**src/rtl/pwm_byte_pkg.sv**
```systemverilog
package pwm_byte_pkg;
   localparam int unsigned BYTE_W = 8;
   localparam int unsigned VAL_W  = 2 * BYTE_W;

   localparam logic [7:0] DEF_ADR_TMR_HI  = 8'hA1;
   localparam logic [7:0] DEF_ADR_TMR_LO  = 8'hA2;
   localparam logic [7:0] DEF_ADR_EN      = 8'hA3;
   localparam logic [7:0] DEF_ADR_PER_LO  = 8'hA4;
   localparam logic [7:0] DEF_ADR_PER_HI  = 8'hA5;
   localparam logic [7:0] DEF_ADR_DUTY_LO = 8'hA6;
   localparam logic [7:0] DEF_ADR_DUTY_HI = 8'hA7;

   typedef logic [VAL_W-1:0] cnt_t;
endpackage

```
**src/rtl/pwm_byte_stage.sv**
```systemverilog
module pwm_byte_stage #(
   parameter int unsigned  ADDR_W = 8,
   parameter int unsigned  BYTE_W = 8,
   parameter logic [ADDR_W-1:0] ADR_HI = '0,
   parameter logic [ADDR_W-1:0] ADR_LO = '0,
   localparam int unsigned VAL_W  = 2 * BYTE_W
) (
   input  logic              clk,
   input  logic              rst_n,
   input  logic              wr_en,
   input  logic [ADDR_W-1:0] wr_addr,
   input  logic [BYTE_W-1:0] wr_data,
   output logic [VAL_W-1:0]  val_q
);
   logic [BYTE_W-1:0] hi_q;

   always_ff @(posedge clk) begin
      if (!rst_n) begin
         hi_q  <= '0;
         val_q <= '0;
      end else if (wr_en) begin
         if (wr_addr == ADR_HI) hi_q  <= wr_data;
         if (wr_addr == ADR_LO) val_q <= {hi_q, wr_data};
      end
   end
endmodule

```
**src/rtl/pwm_byte_gen.sv**
```systemverilog
module pwm_byte_gen #(
   parameter int unsigned VAL_W = 16
) (
   input  logic             clk,
   input  logic             rst_n,
   input  logic             tick_en,
   input  logic             en,
   input  logic [VAL_W-1:0] pend_per,
   input  logic [VAL_W-1:0] duty,
   output logic [VAL_W-1:0] cnt_q,
   output logic [VAL_W-1:0] act_per_q,
   output logic             pwm
);
   logic [VAL_W-1:0] last_w;
   logic             wrap_w;

   assign last_w = act_per_q - VAL_W'(1);
   assign wrap_w = (act_per_q == '0) || (cnt_q == last_w);

   always_ff @(posedge clk) begin
      if (!rst_n) begin
         cnt_q     <= '0;
         act_per_q <= '0;
      end else if (!en) begin
         cnt_q     <= '0;
         act_per_q <= pend_per;
      end else if (tick_en) begin
         if (wrap_w) begin
            cnt_q     <= '0;
            act_per_q <= pend_per;
         end else begin
            cnt_q <= cnt_q + VAL_W'(1);
         end
      end
   end

   assign pwm = en && (act_per_q != '0) && (cnt_q < duty);
endmodule

```
**src/rtl/pwm_byte_autooff.sv**
```systemverilog
module pwm_byte_autooff #(
   parameter int unsigned ADDR_W = 8,
   parameter int unsigned BYTE_W = 8,
   parameter int unsigned UNIT_W = 16,
   parameter bit          PRESENT = 1'b1,
   parameter logic [ADDR_W-1:0] ADR_HI = '0,
   parameter logic [ADDR_W-1:0] ADR_LO = '0,
   localparam int unsigned VAL_W = 2 * BYTE_W
) (
   input  logic              clk,
   input  logic              rst_n,
   input  logic              tick_en,
   input  logic              en,
   input  logic              wr_en,
   input  logic [ADDR_W-1:0] wr_addr,
   input  logic [BYTE_W-1:0] wr_data,
   output logic [VAL_W-1:0]  rem_q,
   output logic              expire
);
   localparam logic [VAL_W-1:0] OFF_CODE = '1;

   generate
      if (PRESENT) begin : g_timer
         logic [BYTE_W-1:0] hi_q;
         logic [UNIT_W-1:0] pre_q;
         logic              load_w;
         logic              unit_w;

         assign load_w = wr_en && (wr_addr == ADR_LO);
         assign unit_w = en && tick_en && (&pre_q);
         assign expire = unit_w && !load_w && (rem_q != OFF_CODE)
                         && (rem_q <= VAL_W'(1));

         always_ff @(posedge clk) begin
            if (!rst_n) begin
               hi_q  <= '0;
               pre_q <= '0;
               rem_q <= OFF_CODE;
            end else begin
               if (wr_en && (wr_addr == ADR_HI)) hi_q <= wr_data;
               if (load_w) begin
                  pre_q <= '0;
                  rem_q <= {hi_q, wr_data};
               end else if (en && tick_en) begin
                  pre_q <= pre_q + UNIT_W'(1);
                  if (unit_w && (rem_q != OFF_CODE)) begin
                     rem_q <= (rem_q <= VAL_W'(1)) ? '0 : rem_q - VAL_W'(1);
                  end
               end
            end
         end
      end else begin : g_no_timer
         assign rem_q  = OFF_CODE;
         assign expire = 1'b0;
      end
   endgenerate
endmodule

```
**src/rtl/pwm_byte_ctl.sv**
```systemverilog
module pwm_byte_ctl
   import pwm_byte_pkg::*;
#(
   parameter int unsigned ADDR_W      = 8,
   parameter int unsigned UNIT_W      = 16,
   parameter bit          AUTO_OFF_EN = 1'b1,
   parameter logic [ADDR_W-1:0] ADR_TMR_HI  = DEF_ADR_TMR_HI,
   parameter logic [ADDR_W-1:0] ADR_TMR_LO  = DEF_ADR_TMR_LO,
   parameter logic [ADDR_W-1:0] ADR_EN      = DEF_ADR_EN,
   parameter logic [ADDR_W-1:0] ADR_PER_LO  = DEF_ADR_PER_LO,
   parameter logic [ADDR_W-1:0] ADR_PER_HI  = DEF_ADR_PER_HI,
   parameter logic [ADDR_W-1:0] ADR_DUTY_LO = DEF_ADR_DUTY_LO,
   parameter logic [ADDR_W-1:0] ADR_DUTY_HI = DEF_ADR_DUTY_HI
) (
   input  logic              clk,
   input  logic              rst_n,
   input  logic              tick_en,
   input  logic              wr_en,
   input  logic [ADDR_W-1:0] wr_addr,
   input  logic [BYTE_W-1:0] wr_data,
   output logic              pwm_out
);
   localparam int unsigned NSET = 2;
   localparam logic [NSET*ADDR_W-1:0] HI_ADRS = {ADR_DUTY_HI, ADR_PER_HI};
   localparam logic [NSET*ADDR_W-1:0] LO_ADRS = {ADR_DUTY_LO, ADR_PER_LO};

   logic [NSET-1:0][VAL_W-1:0] set_q;
   cnt_t pend_per, duty_q, cnt_q, act_per_q, tmr_rem;
   logic en_q, expire, pwm_w;

   genvar gi;
   generate
      for (gi = 0; gi < NSET; gi++) begin : g_set
         pwm_byte_stage #(
            .ADDR_W (ADDR_W),
            .BYTE_W (BYTE_W),
            .ADR_HI (HI_ADRS[gi*ADDR_W +: ADDR_W]),
            .ADR_LO (LO_ADRS[gi*ADDR_W +: ADDR_W])
         ) u_stage (
            .clk     (clk),
            .rst_n   (rst_n),
            .wr_en   (wr_en),
            .wr_addr (wr_addr),
            .wr_data (wr_data),
            .val_q   (set_q[gi])
         );
      end
   endgenerate

   assign pend_per = set_q[0];
   assign duty_q   = set_q[1];

   always_ff @(posedge clk) begin
      if (!rst_n) begin
         en_q <= 1'b0;
      end else if (wr_en && (wr_addr == ADR_EN)) begin
         en_q <= wr_data[0];
      end else if (expire) begin
         en_q <= 1'b0;
      end
   end

   pwm_byte_autooff #(
      .ADDR_W  (ADDR_W),
      .BYTE_W  (BYTE_W),
      .UNIT_W  (UNIT_W),
      .PRESENT (AUTO_OFF_EN),
      .ADR_HI  (ADR_TMR_HI),
      .ADR_LO  (ADR_TMR_LO)
   ) u_auto (
      .clk     (clk),
      .rst_n   (rst_n),
      .tick_en (tick_en),
      .en      (en_q),
      .wr_en   (wr_en),
      .wr_addr (wr_addr),
      .wr_data (wr_data),
      .rem_q   (tmr_rem),
      .expire  (expire)
   );

   pwm_byte_gen #(.VAL_W(VAL_W)) u_gen (
      .clk       (clk),
      .rst_n     (rst_n),
      .tick_en   (tick_en),
      .en        (en_q),
      .pend_per  (pend_per),
      .duty      (duty_q),
      .cnt_q     (cnt_q),
      .act_per_q (act_per_q),
      .pwm       (pwm_w)
   );

   assign pwm_out = pwm_w;
endmodule

```
**config.mk**
```make
export PLATFORM = sky130hd
export DESIGN_NAME = pwm_byte_ctl
export DESIGN_NICKNAME = d
export VERILOG_FILES = /design/src/rtl/pwm_byte_pkg.sv /design/src/rtl/pwm_byte_stage.sv /design/src/rtl/pwm_byte_gen.sv /design/src/rtl/pwm_byte_autooff.sv /design/src/rtl/pwm_byte_ctl.sv
export SDC_FILE = /design/constraint.sdc
export NUM_CORES = 1
export LEC_CHECK = 0
export ABC_AREA = 1
export ABC_CLOCK_PERIOD_IN_PS = 2090
export BUFFER_PORTS_ARGS = -buffer_cell sky130_fd_sc_hd__buf_2
export CELL_PAD_IN_SITES_DETAIL_PLACEMENT = 1
export CELL_PAD_IN_SITES_GLOBAL_PLACEMENT = 1
export CORE_MARGIN = 10
export CORE_UTILIZATION = 45
export CTS_BUF_LIST = sky130_fd_sc_hd__clkbuf_16
export DETAILED_ROUTE_END_ITERATION = 8
export GPL_ROUTABILITY_DRIVEN = 0
export PLACE_DENSITY = 0.85
export SLEW_MARGIN = 30
export SYNTH_ARGS = -nofsm -noshare
export SYNTH_HDL_FRONTEND = slang
export SYNTH_SLANG_ARGS = --single-unit
```
**constraint.sdc**
```tcl
create_clock -name clk -period 2.09 [get_ports clk]
set_clock_uncertainty 0.05 [all_clocks]
set_input_delay 0.418 -clock clk [delete_from_list [all_inputs] [get_ports clk]]
set_output_delay 0.418 -clock clk [all_outputs]
set_load 0.02 [all_outputs]
```
==> flow_summary.json <==
{
  "status": "finished, violations left",
  "violations": "negative setup slack",
  "die_x_um": 140,
  "path_clk_slew_ns": 0.06,
  "cts_sinks": 121,
  "synth_most_common_cell": "nand2_1",
  "setup_viol": 33,
  "cp_max_fo": 3,
  "synth_area_leaders": "dfxtp_1, nand2_1, inv_1, a21oi_1, nand3_1",
  "clk-insertion-delay-late_ns": 0.44,
  "synth_area_leader_cell": "dfxtp_1",
  "die_h_um": 140,
  "die-area_um2": 19600,
  "antenna_cells": 0,
  "synthTopCellsByCount": "nand2_1, inv_1, dfxtp_1",
  "routedWlPerCell_um": 22.9,
  "cts_tree": "done",
  "peakVddDrop_uv": 678,
  "core-area_um2": 14000,
  "worst-slew-pin-transition_ns": 0.662,
  "grt_usage": 0.241,
  "p_leak_nw": 3.68,
  "dpl-instance-area_um2": 7090,
  "dr.pass1.iters": 7,
  "syn_inst": 926,
  "layout-drive-gt1-share": 0.269,
  "synth_top_area_share": 0.374,
  "grt-ovfl-total": 0,
  "period_share": 1.27,
  "ios": 21,
  "dpl_worst_slack_ns": -0.179,
  "htree_num_levels": 4,
  "fillers": 1731,
  "crit_required_ns": 1.62,
  "dp_hpwl_um": 13800,
  "worstSetupPathType": "reg2out",
  "antenna_found_initial": 0,
  "synth.net_count": 968,
  "p_total_mw": 5.50,
  "clk_path_buf_depth": 2,
  "rows": 43,
  "drc_errors": 0,
  "rsz0062_at_grt": "true",
  "maxCapViolCount": 0,
  "yosysSeqAreaShare": 0.374,
  "synth-edff-count": 0,
  "hold_viol_final": 0,
  "hold_path_class": "in2reg",
  "synth.distinct_cells": 35,
  "initial_core_util": 0.464,
  "vias_per_cell": 5.90,
  "async_flop_share": 0,
  "crit_path_start_kind": "flop",
  "postSynthAreaPerCell_um2": 7.00,
  "drt_iter0_drc": 594,
  "final_nets": 1047,
  "ys_seq_elements": 121,
  "synth_warnings": 0,
  "cts-buffers-inserted": 17,
  "synth_area_um2": 6480,
  "timing.final.ws_setup_ns": -0.575,
  "root_buffer": "clkbuf_16",
  "dp.cells": 1148,
  "multi_input_area_um2": 3950,
  "fmax_mhz": 375,
  "area_growth_pct": 30.4,
  "layout_min_cycle_time_ns": 2.66,
  "pwr_density_cell_nw_per_um2": 651,
  "grt_max_degree": 36,
  "critical_path_arrival_ns": 2.20,
  "grt_pass1_wl_um": 38400,
  "synth_ff_type": "dfxtp_1",
  "design_area_um2": 8460,
  "max_slew_margin": 0.555,
  "drt.antenna.violating_nets": 0,
  "drt_wl_total_um": 27400,
  "endpoint_kind": "primary output",
  "port-buffer-count": 20,
  "fin_cells": 1198,
  "drv_slew": 0,
  "num_vias": 7071,
  "grt_pass1_vias": 7222,
  "regArea_um2": 2470
}
-- final timing paths --
kind | startpoint | end | slack (ns) | cells past startpoint
setup / recovery | u_gen.cnt_q[15]$_SDFFE_PN0P_ | pwm_out | -0.57 | 5
hold / removal | wr_data[0] | en_q$_SDFFE_PN0P_ | 0.30 | 3
setup reg to reg | u_gen.act_per_q[0]$_SDFFE_PN0P_ | u_gen.act_per_q[0]$_SDFFE_PN0P_ | -0.25 | 15
hold reg to reg | g_set[1].u_stage.hi_q[0]$_SDFFE_PN0P_ | g_set[1].u_stage.hi_q[0]$_SDFFE_PN0P_ | 0.40 | 2
-- flip-flops by register name, indices dropped and copies added (netlist names) --
register              count
g_set.u_stage.val_q      32
g_set.u_stage.hi_q       16
u_auto.g_timer.pre_q     16
u_auto.rem_q             16
u_gen.act_per_q          16
u_gen.cnt_q              16
u_auto.g_timer.hi_q       8
en_q                      1
-- worst max-delay path: stages, from the launching register on --
cell and delay (ns):
dfxtp_1 0.50, ha_1 0.36, a21oi_1 0.28, o221ai_2 0.16, a211oi_2 0.27, buf_4 0.19
-- placed cells by master (no fill, tap or decap), types with 17 or more instances in the layout --
master / instances
a21oi_1: 85
buf_2: 19
buf_4: 65
clkbuf_16: 18
dfxtp_1: 97
dfxtp_2: 17
inv_1: 119
nand2_1: 135
nand2_2: 24
nand3_1: 47
nand3_2: 17
nand4_1: 21
nor2_1: 68
o21ai_0: 64
xor2_1: 25
-- cell families (layout without fill, tap and decap cells) --
group | Yosys count | in the layout | share of synthesized area
fa+ha+maj | 22 | 22 | 0.0424
xor+xnor | 41 | 41 | 0.0554
compound gates | 185 | 185 | 0.154
simple gates | 389 | 392 | 0.270
buf+inv | 168 | 257 | 0.104
flops | 121 | 121 | 0.374
-- routing by layer --
metal  vias up  global-route usage  wire [um]
li1       3198                   -          -
met1      3456               0.268      10400
met2       304               0.427      14100
met3       113              0.0487       1460
met4         0               0.119       1530
met5         -                   0          0
-- power breakdown --
part	internal, mW	leakage [nW]	switching (mW)
logic	0.0549	2.39	0.136
registers	2.30	0.989	0.00335
clock network	1.85	0.295	1.15
total	4.21	3.68	1.29
-- metrics by stage --
step	hold WS [ns]	util	setup TNS, ns
6_report	0.301	0.604	-5.77
5_1_grt	0.316	0.604	-7.53
4_1_cts	0.292	0.569	-0.436
3_5_place_dp	0.384	0.507	-6.98
3_3_place_gp	0.380	0.507	-0.889
2_1_floorplan	0.370	-	0
-- layout make-up --
type | instances | share of cell area
multi-input cells | 640 | 0.468
clock inverters | 15 | 0.0188
repair buffers | 92 | 0.0843
well taps | 180 | 0.0266
clock buffers | 17 | 0.0503
inverters | 132 | 0.0593
repair inverters | 1 | 0.000888
flip-flops and latches | 121 | 0.292
-- timing repair --
action                                  4_1_cts  5_1_grt
pin swaps                                    23       25
hold buffers                                  0        0
endpoints found under the setup margin       32       48
resized for setup                            60      113
buffers inserted                              6        7
cloned                                        3        2
Note: power is estimated with default switching activity, not from simulation.
